File: config.mk
export PLATFORM = sky130hd
export DESIGN_NAME = tileRegBank
export DESIGN_NICKNAME = d
export VERILOG_FILES = /design/src/rtl/tileRegPkg.sv /design/src/rtl/tileRegCtrl.sv /design/src/rtl/tileRegPath.sv /design/src/rtl/tileRegBank.sv
export SDC_FILE = /design/constraint.sdc
export NUM_CORES = 1
export LEC_CHECK = 0
export BUFFER_PORTS_ARGS = -buffer_cell sky130_fd_sc_hd__buf_2
export CORE_ASPECT_RATIO = 0.6
export CORE_UTILIZATION = 57
export DETAILED_ROUTE_END_ITERATION = 12
export PLACE_DENSITY = 0.88
export SLEW_MARGIN = 20
export SYNTH_ARGS = -nofsm -noshare
export SYNTH_HDL_FRONTEND = slang
export SYNTH_HIERARCHICAL = 1
export SYNTH_SLANG_ARGS = --single-unit
File: constraint.sdc
create_clock -name clk -period 4.95 [get_ports clk]
set_clock_uncertainty 0.05 [all_clocks]
set_input_delay 0.495 -clock clk [delete_from_list [all_inputs] [get_ports clk]]
set_output_delay 0.495 -clock clk [all_outputs]
set_load 0.005 [all_outputs]
File: src/rtl/tileRegPkg.sv
package tileRegPkg;
  localparam int DATA_W = 16;
  localparam int STEP_W = 4;
  localparam int NUM_CMDS = 37;
  localparam int NUM_PAIRS = 15;

  localparam logic [5:0] OFS_GO = 6'd1;
  localparam logic [5:0] OFS_SRC_WR = 6'd23;
  localparam logic [5:0] OFS_MEM_LO = 6'd30;
  localparam logic [5:0] OFS_MEM_HI = 6'd33;
  localparam logic [5:0] OFS_RASTER = 6'd34;
  localparam logic [5:0] OFS_STEP_RD = 6'd35;
  localparam logic [5:0] OFS_STEP_WR = 6'd36;

  localparam int IDX_SUB = 0;
  localparam int IDX_TOP = 6;
  localparam int IDX_BOT = 7;
  localparam int IDX_HSC = 8;
  localparam int IDX_VSC = 9;
  localparam int IDX_WID = 10;
  localparam int IDX_SRC = 11;

  typedef struct packed {
    logic       hit;
    logic       isWrite;
    logic       regWr;
    logic [3:0] regIdx;
    logic       memAcc;
    logic       memWrite;
    logic       memWide;
    logic       stepWr;
    logic [5:0] ofs;
  } ctlStrobesT;

  typedef struct packed {
    logic valid;
    logic fromMem;
    logic wide;
  } rspStateT;

  function automatic logic [DATA_W-1:0] pairMask(input int idx);
    case (idx)
      IDX_SUB, IDX_WID: return 16'h0003;
      IDX_TOP, IDX_BOT: return 16'h00FF;
      IDX_HSC, IDX_VSC: return 16'h0007;
      default:          return 16'hFFFF;
    endcase
  endfunction
endpackage

File: src/rtl/tileRegCtrl.sv
module tileRegCtrl
  import tileRegPkg::*;
#(
  parameter int BASE_ID = 192
) (
  input  logic       clk,
  input  logic       rstN,
  input  logic       cmdValid,
  input  logic [7:0] cmdId,
  output ctlStrobesT strb,
  output rspStateT   rsp,
  output logic       goQ
);
  localparam int LAST_ID = BASE_ID + NUM_CMDS - 1;

  logic       inRange;
  logic [7:0] rel;

  always_comb begin
    inRange = (int'(cmdId) >= BASE_ID) && (int'(cmdId) <= LAST_ID);
    rel = cmdId - 8'(BASE_ID);
    strb = '0;
    strb.ofs = rel[5:0];
    strb.hit = cmdValid && inRange;
    strb.isWrite = (strb.ofs < OFS_RASTER) ? strb.ofs[0] : (strb.ofs == OFS_STEP_WR);
    strb.memAcc = strb.hit && (strb.ofs >= OFS_MEM_LO) && (strb.ofs <= OFS_MEM_HI);
    strb.memWrite = strb.ofs[0];
    strb.memWide = strb.ofs[5];
    strb.regWr = strb.hit && strb.isWrite && (strb.ofs < OFS_MEM_LO);
    strb.regIdx = strb.ofs[4:1];
    strb.stepWr = strb.hit && (strb.ofs == OFS_STEP_WR);
  end

  always_ff @(posedge clk) begin
    if (!rstN) begin
      rsp <= '0;
      goQ <= 1'b0;
    end else begin
      rsp.valid <= cmdValid;
      rsp.fromMem <= strb.memAcc && !strb.memWrite;
      rsp.wide <= strb.memWide;
      goQ <= strb.hit && (strb.ofs == OFS_GO);
    end
  end
endmodule

File: src/rtl/tileRegPath.sv
module tileRegPath
  import tileRegPkg::*;
(
  input  logic                                clk,
  input  logic                                rstN,
  input  ctlStrobesT                          strb,
  input  rspStateT                            rsp,
  input  logic [DATA_W-1:0]                   cmdWrData,
  input  logic [7:0]                          rasterLine,
  input  logic [DATA_W-1:0]                   memRdData,
  output logic [NUM_PAIRS-1:0][DATA_W-1:0]    pairQ,
  output logic [STEP_W-1:0]                   stepQ,
  output logic [DATA_W-1:0]                   rdData,
  output logic [DATA_W-1:0]                   memAddr,
  output logic [DATA_W-1:0]                   memWrData
);
  logic [DATA_W-1:0] pairR [NUM_PAIRS];
  logic [DATA_W-1:0] readVal;
  logic [DATA_W-1:0] rdHold;

  for (genvar k = 0; k < NUM_PAIRS; k++) begin : g_pair
    if (k == IDX_SRC) begin : g_ptr
      always_ff @(posedge clk) begin
        if (!rstN) pairR[k] <= '0;
        else if (strb.memAcc) pairR[k] <= pairR[k] + {{(DATA_W-STEP_W){1'b0}}, stepQ};
        else if (strb.regWr && (int'(strb.regIdx) == k)) pairR[k] <= cmdWrData;
      end
    end else begin : g_plain
      always_ff @(posedge clk) begin
        if (!rstN) pairR[k] <= '0;
        else if (strb.regWr && (int'(strb.regIdx) == k)) pairR[k] <= cmdWrData & pairMask(k);
      end
    end
    assign pairQ[k] = pairR[k];
  end

  always_ff @(posedge clk) begin
    if (!rstN) stepQ <= '0;
    else if (strb.stepWr) stepQ <= cmdWrData[STEP_W-1:0];
  end

  always_comb begin
    readVal = '0;
    if (strb.hit && !strb.isWrite && !strb.memAcc) begin
      if (strb.ofs < OFS_MEM_LO) readVal = pairR[strb.regIdx];
      else if (strb.ofs == OFS_RASTER) readVal = {8'h00, rasterLine};
      else if (strb.ofs == OFS_STEP_RD) readVal = {{(DATA_W-STEP_W){1'b0}}, stepQ};
    end
  end

  always_ff @(posedge clk) begin
    if (!rstN) rdHold <= '0;
    else rdHold <= readVal;
  end

  always_comb begin
    if (rsp.fromMem) rdData = rsp.wide ? memRdData : {8'h00, memRdData[7:0]};
    else rdData = rdHold;
  end

  assign memAddr = pairR[IDX_SRC];
  assign memWrData = strb.memWide ? cmdWrData : {8'h00, cmdWrData[7:0]};
endmodule

File: src/rtl/tileRegBank.sv
module tileRegBank
  import tileRegPkg::*;
#(
  parameter int BASE_ID = 192
) (
  input  logic        clk,
  input  logic        rstN,
  input  logic        cmdValid,
  input  logic [7:0]  cmdId,
  input  logic [15:0] cmdWrData,
  output logic        rdValid,
  output logic [15:0] rdData,
  input  logic [7:0]  rasterLine,
  output logic        memReq,
  output logic        memWe,
  output logic        memWide,
  output logic [15:0] memAddr,
  output logic [15:0] memWrData,
  input  logic [15:0] memRdData,
  output logic [1:0]  subFunc,
  output logic        subFuncGo,
  output logic [15:0] tileMapPtr,
  output logic [15:0] displayPtr,
  output logic [15:0] termPtr,
  output logic [15:0] bitmapPtr,
  output logic [15:0] palettePtr,
  output logic [7:0]  topColor,
  output logic [7:0]  botColor,
  output logic [2:0]  fineHScroll,
  output logic [2:0]  fineVScroll,
  output logic [1:0]  widthCode,
  output logic [15:0] srcAddr,
  output logic [15:0] dstAddr,
  output logic [15:0] byteCount,
  output logic [15:0] dataWord,
  output logic [3:0]  autoStep
);
  ctlStrobesT                         strb;
  rspStateT                           rsp;
  logic [NUM_PAIRS-1:0][DATA_W-1:0]   pairQ;
  logic                               unusedHiBits;

  tileRegCtrl #(.BASE_ID(BASE_ID)) u_ctrl (
    .clk(clk), .rstN(rstN), .cmdValid(cmdValid), .cmdId(cmdId),
    .strb(strb), .rsp(rsp), .goQ(subFuncGo)
  );

  tileRegPath u_path (
    .clk(clk), .rstN(rstN), .strb(strb), .rsp(rsp), .cmdWrData(cmdWrData),
    .rasterLine(rasterLine), .memRdData(memRdData), .pairQ(pairQ),
    .stepQ(autoStep), .rdData(rdData), .memAddr(memAddr), .memWrData(memWrData)
  );

  assign rdValid = rsp.valid;
  assign memReq = strb.memAcc;
  assign memWe = strb.memAcc && strb.memWrite;
  assign memWide = strb.memAcc && strb.memWide;

  assign subFunc = pairQ[0][1:0];
  assign tileMapPtr = pairQ[1];
  assign displayPtr = pairQ[2];
  assign termPtr = pairQ[3];
  assign bitmapPtr = pairQ[4];
  assign palettePtr = pairQ[5];
  assign topColor = pairQ[6][7:0];
  assign botColor = pairQ[7][7:0];
  assign fineHScroll = pairQ[8][2:0];
  assign fineVScroll = pairQ[9][2:0];
  assign widthCode = pairQ[10][1:0];
  assign srcAddr = pairQ[11];
  assign dstAddr = pairQ[12];
  assign byteCount = pairQ[13];
  assign dataWord = pairQ[14];

  assign unusedHiBits = ^{pairQ[0][15:2], pairQ[6][15:8], pairQ[7][15:8],
                          pairQ[8][15:3], pairQ[9][15:3], pairQ[10][15:2]};
endmodule

Yosys cells after proc, flatten, opt, wreduce, memory -nomap -nowiden
Memories as Yosys holds them, arrays and structs flattened.
Index checks and enable logic that the tools add are counted.
{"block": "totals", "wordCells": 155, "n_memories": 1, "ff_bits": 24, "inputBits": 51, "out_inout_bits": 227, "ram_bits": 240}
{"block": "classes", "eq_ne": 18, "muxes": 73, "n_addsub": 2, "bitwise": 16, "reduce_logical": 33, "n_lt_le_gt_ge": 6}
{"name": "u_path.pairR", "depth": 15, "width": 16, "read_ports": 16, "rd_clocked_by_memory_dff": 0, "write_ports": 15, "line_no": "tileRegPath.sv:17", "text": "logic [DATA_W-1:0] pairR [NUM_PAIRS];"}
{"op": "two-way mux 16 bit", "count": 21}
{"op": "two-way mux 1 bit", "count": 51}
{"op": "equality test 4 bit, second input constant", "count": 8}
{"op": "logical AND 1 bit", "count": 28}
{"op": "equality test 6 bit, second input constant", "count": 3}
{"op": "adder 16 x 4 -> 16 bit", "count": 1}
{"op": "equality test 4 x 3 -> 1 bit, second input constant", "count": 4}
{"op": "bitwise OR 1 bit", "count": 16}
{"op": "equality test 4 x 2 -> 1 bit, second input constant", "count": 2}
{"op": "greater-or-equal comparator 8 bit, second input constant", "count": 1}
{"op": "less-or-equal comparator 8 bit, second input constant", "count": 1}
{"op": "equality test 6 x 1 -> 1 bit, second input constant", "count": 1}
{"op": "greater-or-equal comparator 6 x 5 -> 1 bit, second input constant", "count": 1}
{"op": "less-or-equal comparator 6 bit, second input constant", "count": 1}
{"op": "less-than comparator 6 x 5 -> 1 bit, second input constant", "count": 1}
{"op": "less-than comparator 6 bit, second input constant", "count": 1}
{"op": "subtractor 6 x 1 -> 6 bit, second input constant", "count": 1}
{"op": "zero test 4 bit", "count": 1}
{"op": "two-way mux 4 bit", "count": 1}
{"op": "zero test 1 bit", "count": 3}
{"op": "AND reduction 2 bit", "count": 1}

Logic depth before layout (Yosys ltp)
Gate-level depths: netlist of the first run.
{"block": "depth", "word_depth": 11, "mapped_depth": 9, "depth_no_buf": 8}

Hierarchy
Netlist of the first run, hierarchy kept.
{"module": "tileRegPath", "instances": 1, "area_per_inst_um2": 9988.3, "seq_area_each_um2": 5505.3, "cells_each": 846}
{"module": "tileRegCtrl", "instances": 1, "area_per_inst_um2": 319.1, "seq_area_each_um2": 80.1, "cells_each": 38}
{"module": "tileRegBank", "instances": 1, "area_per_inst_um2": 12.5, "seq_area_each_um2": 0.0, "cells_each": 2}

Worst setup path after synthesis of the first run
Ideal clock, no wire load.
{"block": "synth_path", "path_type": "in2reg", "startpoint": "input port cmdId[3]", "endpoint": "memory u_path.pairR[12][0], enable pin", "setup_ns": 0.411, "cell_stages": 5, "arrival_ns": 3.046, "required_ns": 4.489, "path_slack_ns": 1.442, "path_buffers": 1, "path_cell_list": "and4_2 nor4_1 or3b_1 clkbuf_1 o21ai_0"}
{"element": "start: declaration", "line_no": "tileRegBank.sv:9", "text": "input logic [7:0] cmdId,"}
{"element": "end: declaration", "line_no": "tileRegPath.sv:17"}

==> results of run 1 <==
[power groups by stage]
stage	Combinational (W)	Clock, W	Sequential, W
after detailed placement	0.000375	0	0.00194
after floorplan	0.000183	0	0.00193
after CTS	0.000378	0.00136	0.00190
after global routing	0.000406	0.00142	0.00191
after global placement	0.000367	0	0.00194
final	0.000390	0.00136	0.00190
[layout make-up]
cell class	count	area, µm²
multi-input combinational	513	3600
clock inverter	15	140
tap	228	285
antenna	1	2.50
inverter	20	75.1
timing repair buffer	293	1510
sequential	194	5590
fill	1229	4860
clock buffer	17	425
[per-layer routing]
layer | up-vias | wire (µm) | global-route usage (%)
li1 | 3379 | - | -
met1 | 3745 | 12000 | 51.8
met2 | 708 | 13700 | 51.0
met3 | 69 | 5340 | 11.5
met4 | 0 | 685 | 10.3
met5 | - | 0 | 0
[critical path, stage by stage]
cell and delay (ns):
buf_2 0.09, buf_4 0.65, o211ai_1 0.19, nand3b_1 0.20, nor2_1 0.15, nor2b_1 0.23
nand2_1 0.08, nor2_1 0.88, nand2_1 0.14, o21ai_0 0.12
[flip-flops by register name, summed over array words and instances (netlist names)]
signal,count
u_path/pairR,170
u_ctrl/rsp,3
u_path/stepQ,4
u_path/rdHold,16
u_ctrl/goQ,1
[through the flow]
stage               cell area (µm²)  hold WS (ns)
floorplan                      9790         0.486
finish                        11600         0.236
CTS                           11600         0.228
global placement              11100         0.518
global route                  11600         0.252
detailed placement            11100         0.526
[worst paths after layout]
check	startpoint	endpoint	slack, ns
max	cmdId[2]	u_path/pairR[11][6]	1.90
min	cmdValid	u_ctrl/rsp[2]	0.24
max reg2reg	u_path/pairR[11][0]	u_path/pairR[11][8]	2.43
min reg2reg	u_path/stepQ[0]	u_path/stepQ[0]	0.55
[placed cells by master, fill, tap and decap left out, types with 5 or more instances in the layout]
| cell | instances |
|---|---|
| buf_2 | 277 |
| dfxtp_1 | 24 |
| o21ai_1 | 12 |
| a221oi_1 | 7 |
| buf_4 | 16 |
| xnor2_1 | 6 |
| and2_1 | 135 |
| a22o_1 | 11 |
| inv_6 | 6 |
| nor3_1 | 37 |
| o21ai_0 | 49 |
| a21oi_1 | 22 |
| edfxtp_1 | 170 |
| clkbuf_16 | 17 |
| mux2_2 | 37 |
| inv_1 | 20 |
| a222oi_1 | 8 |
| nand2_1 | 64 |
| mux2i_1 | 21 |
| a211oi_1 | 5 |
| nor2_1 | 14 |
| mux4_2 | 7 |
| nor2b_1 | 8 |
| a22oi_1 | 6 |
| nand4_1 | 5 |
| xor2_1 | 8 |
| mux4_1 | 5 |
==> results.py, run 1 <==
metrics = {
    "drt": {
        "via_count": 7901,
        "drcViolationCount": 0,
        "drtIter0Drc": 1332,
        "antenna_left": 0,
        "avgViaCountPerCell": 6.17,
        "finalWirelength_um": 31700,
        "routedWlPerCell_um": 24.7,
        "drtPass1Iterations": 7,
    },
    "worst_hold_path": {
        "hold_path_class": "in2reg",
        "min_path_cells": 2,
    },
    "run_status": {
        "status": "finished, final reports clean",
    },
    "floorplan": {
        "core_area_um2": 16500,
        "die_w_um": 171,
        "dieHeight_um": 104,
        "num_rows": 36,
        "io_pins": 278,
        "initial_core_util_pct": 59.4,
        "die_area_um2": 17700,
    },
    "sta": {
        "setup_viol": 0,
        "min_period_over_period_pct": 61.6,
        "worst_slack_ns": 1.90,
        "report.final.slew_viol_count": 0,
        "relSlewSlack_pct": 21.9,
        "rsz0062_at_grt": "no",
        "fmaxAchievable_mhz": 328,
        "tightestPinTransition_ns": 1.17,
        "hold_viol": 0,
        "setup_tns_ns": 0,
        "fin_crit_ns": 3.05,
    },
    "grt": {
        "grt_pass1_wl_um": 45800,
        "overflow": 0,
        "grt_max_degree": 76,
        "grt_pass1_vias": 7300,
        "grt_use_total_pct": 35.6,
        "antenna_found_initial": 0,
    },
    "worst_setup_path": {
        "crit_arrival_ns": 3.26,
        "end_kind": "flip-flop",
        "path_class": "in2reg",
        "required_ns": 5.16,
        "critPathLaunchType": "input pin",
        "r2r_cells": 8,
        "critPathMaxFanout": 75,
    },
    "power_and_ir_drop": {
        "p_per_area_nw_per_um2": 314,
        "p_leak_nw": 4.64,
        "power.total_w": 0.00365,
        "power.switching_w": 0.000977,
        "switching_share_pct": 26.8,
        "clock_power_share_pct": 37.2,
        "ir_worst_vdd_mv": 0.296,
        "internal_power_w": 0.00267,
        "comb_power_share_pct": 10.7,
        "p_seq_share_pct": 52.1,
    },
    "cts": {
        "clockBufferDepth": 2,
        "cts_root_buf": "clkbuf_16",
        "clkTransAtPathRegs_ns": 0.08,
        "cts_resized": 0,
        "cts_sinks": 194,
        "clock_latency_ns": 0.43,
        "cts_hold_buf": 0,
        "post-cts-setup-buffer-count": 0,
        "numCtsBuffers": 17,
        "cts_tree": "built",
        "htreeDepth": 4,
    },
    "synth": {
        "synth_area_um2": 9790,
        "syn_nets": 871,
        "ys.warnings.count": 6,
        "syn_avg_cell_area_um2": 12.0,
        "syn_inst": 815,
    },
    "job": {
        "cap_violations": 0,
    },
    "cells_and_area": {
        "drive_gt1_share_pct": 36.0,
        "final_nets": 1095,
        "area_growth_syn_to_layout_pct": 18.7,
        "instances_no_fill": 1281,
        "utilization_pct": 70.5,
    },
    "place": {
        "dpl.cell_count": 1248,
        "port_buffers": 277,
        "place_ws_ns": 1.56,
        "gp_congestion": 0.997,
        "dp_hpwl_um": 22600,
    },
}
No activity file was read; power rests on OpenSTA's default activity.
==> run 2, diff against run 1 <==
--- a/config.mk
+++ b/config.mk
@@ -7,9 +7,9 @@
 export LEC_CHECK = 0
 export BUFFER_PORTS_ARGS = -buffer_cell sky130_fd_sc_hd__buf_2
 export CORE_ASPECT_RATIO = 0.6
-export CORE_UTILIZATION = 57
+export CORE_UTILIZATION = 48
 export DETAILED_ROUTE_END_ITERATION = 12
-export PLACE_DENSITY = 0.88
+export PLACE_DENSITY = 0.79
 export SLEW_MARGIN = 20
 export SYNTH_ARGS = -nofsm -noshare
 export SYNTH_HDL_FRONTEND = slang
==> constraint.sdc (replaced) <==
create_clock -name clk -period 2.62 [get_ports clk]
set_clock_uncertainty 0.05 [all_clocks]
set_input_delay 0.262 -clock clk [delete_from_list [all_inputs] [get_ports clk]]
set_output_delay 0.262 -clock clk [all_outputs]
set_load 0.005 [all_outputs]
==> results.py, run 2 (synthesized netlist as in run 1, its figures left out) <==
metrics = {
    "worst_setup_path": {
        "r2r_setup_slack_ns": 0.21,
        "critPathMaxFanout": 6,
        "crit_top_cell": "o21ai_1",
        "required_ns": 2.74,
        "end_kind": "flip-flop",
        "path_class": "reg2reg",
        "crit_arrival_ns": 2.52,
        "critPathLaunchType": "flip-flop",
        "r2r_end": "u_path/pairR[11][15]",
        "crit_path_max_incr_delay_ns": 0.50,
        "r2r_cells": 6,
        "cp_slowest_cell": "edfxtp_1",
        "path_cells": "ha_1 -> o21ai_0 -> o21ai_1 -> or3b_1 -> xor2_1 -> o21ai_1",
        "r2r_start": "u_path/pairR[11][3]",
    },
    "drt": {
        "drcViolationCount": 0,
        "drtIter0Drc": 1125,
        "via_count": 7836,
        "finalWirelength_um": 32300,
        "routedWlPerCell_um": 23.8,
        "avgViaCountPerCell": 5.78,
        "drtPass1Iterations": 5,
        "antenna_left": 0,
    },
    "worst_hold_path": {
        "min_path_cells": 2,
        "min_from": "cmdValid",
        "hold_path_class": "in2reg",
        "min_to": "u_ctrl/rsp[2]",
    },
    "cells_and_area": {
        "top_register": "u_path/pairR",
        "num_antenna_cells": 0,
        "final_cell_area_um2": 12000,
        "final_cell_mix": "buf_2 (277), edfxtp_1 (170), and2_1 (135), nand2_1 (64), o21ai_0 (48)",
        "final_nets": 1125,
        "fillers": 1684,
        "drive_gt1_share_pct": 38.0,
        "multi_input_area_um2": 3610,
        "register_area_um2": 5590,
        "largest_reg_flops": 170,
        "reg_top3": "u_path/pairR: 170 flops, u_path/rdHold: 16 flops, u_path/stepQ: 4 flops",
        "area_growth_syn_to_layout_pct": 22.1,
        "utilization_pct": 59.7,
        "layout_commonest_cell": "buf_2",
        "instances_no_fill": 1355,
    },
    "sta": {
        "setup_viol": 0,
        "min_period_over_period_pct": 91.9,
        "hold_viol": 0,
        "relSlewSlack_pct": 45.5,
        "setup_tns_ns": 0,
        "tightestPinTransition_ns": 0.810,
        "fin_crit_ns": 2.41,
        "fmaxAchievable_mhz": 415,
        "report.final.slew_viol_count": 0,
        "worst_slack_ns": 0.213,
        "rsz0062_at_grt": "no",
    },
    "floorplan": {
        "io_pins": 278,
        "die_area_um2": 21000,
        "core_area_um2": 20000,
        "initial_core_util_pct": 48.9,
        "num_rows": 40,
        "die_w_um": 186,
        "dieHeight_um": 113,
    },
    "power_and_ir_drop": {
        "clock_power_share_pct": 36.5,
        "p_per_area_nw_per_um2": 574,
        "ir_worst_vdd_mv": 0.445,
        "switching_share_pct": 26.6,
        "internal_power_w": 0.00504,
        "p_leak_nw": 4.80,
        "power.switching_w": 0.00182,
        "p_seq_share_pct": 52.4,
        "comb_power_share_pct": 11.1,
    },
    "grt": {
        "gr-usage-met2_pct": 44.0,
        "grt_max_degree": 76,
        "grtUsageMet1_pct": 44.2,
        "antenna_found_initial": 0,
        "grt_pass1_wl_um": 46700,
        "gr-usage-met3_pct": 10.3,
        "overflow": 0,
        "top_usage_layer": "met1",
        "grt_use_total_pct": 30.5,
        "grt_pass1_vias": 7372,
    },
    "cts": {
        "cts_hold_buf": 0,
        "cts_resized": 0,
        "clockBufferDepth": 2,
        "numCtsBuffers": 17,
        "htreeDepth": 4,
        "clock_latency_ns": 0.44,
        "cts_sinks": 194,
        "clkTransAtPathRegs_ns": 0.08,
        "cts_tree": "built",
        "post-cts-setup-buffer-count": 0,
        "cts_root_buf": "clkbuf_16",
    },
    "place": {
        "dp_hpwl_um": 23800,
        "port_buffers": 277,
        "place_ws_ns": 0.164,
        "placed_cell_area_um2": 11400,
        "gp_congestion": 1.01,
        "dpl.cell_count": 1323,
    },
    "run_status": {
        "status": "finished, final reports clean",
    },
    "job": {
        "cap_violations": 0,
    },
}
-- run 2: how the worst max path moves through the flow --
stage,slack (ns),cells after the start,endpoint,from
CTS,0.14,8,u_path/pairR[11][8],u_path/pairR[11][0]
finish,0.21,6,u_path/pairR[11][15],u_path/pairR[11][3]
global route,0.12,6,u_path/pairR[11][15],u_path/pairR[11][3]
floorplan,-0.43,5,u_path/pairR[11][0],cmdId[3]
global placement,0.28,7,u_path/pairR[12][9],cmdId[0]
detailed placement,0.16,8,u_path/pairR[11][8],u_path/pairR[11][0]
-- run 2: worst max-delay path: cells and delay by family (launching register included) --
family	cells	cell delay, ns
compound gates	3	0.63
xor+xnor	1	0.14
fa+ha+maj	1	0.38
flops	1	0.50
simple gates	1	0.43
-- run 2: through the flow --
step	hold slack, ns	total power [W]
global placement	0.460	0.00440
floorplan	0.283	0.00399
finish	0.0149	0.00687
detailed placement	0.455	0.00440
global route	0.0108	0.00705
CTS	0.00730	0.00685
-- run 2: metal layers --
layer | up-vias | wire length [µm]
li1 | 3442 | -
met1 | 3787 | 13800
met2 | 568 | 13700
met3 | 39 | 4300
met4 | 0 | 522
met5 | - | 0
-- run 2: cell type report --
class                   instances  area share (%)
clock buffers                  17            3.56
clock inverters                15            1.04
inverters                      20           0.628
multi-input cells             513            30.2
flip-flops and latches        194            46.7
well taps                     273            2.86
repair buffers                323            15.0
-- run 2: power by group through the flow --
| stage | sequential [W] | clock (W) | combinational [W] |
|---|---|---|---|
| 3_5_place_dp | 0.00366 | 0 | 0.000744 |
| 6_report | 0.00359 | 0.00251 | 0.000762 |
| 3_3_place_gp | 0.00366 | 0 | 0.000735 |
| 2_1_floorplan | 0.00364 | 0 | 0.000348 |
| 4_1_cts | 0.00359 | 0.00251 | 0.000748 |
| 5_1_grt | 0.00361 | 0.00264 | 0.000805 |
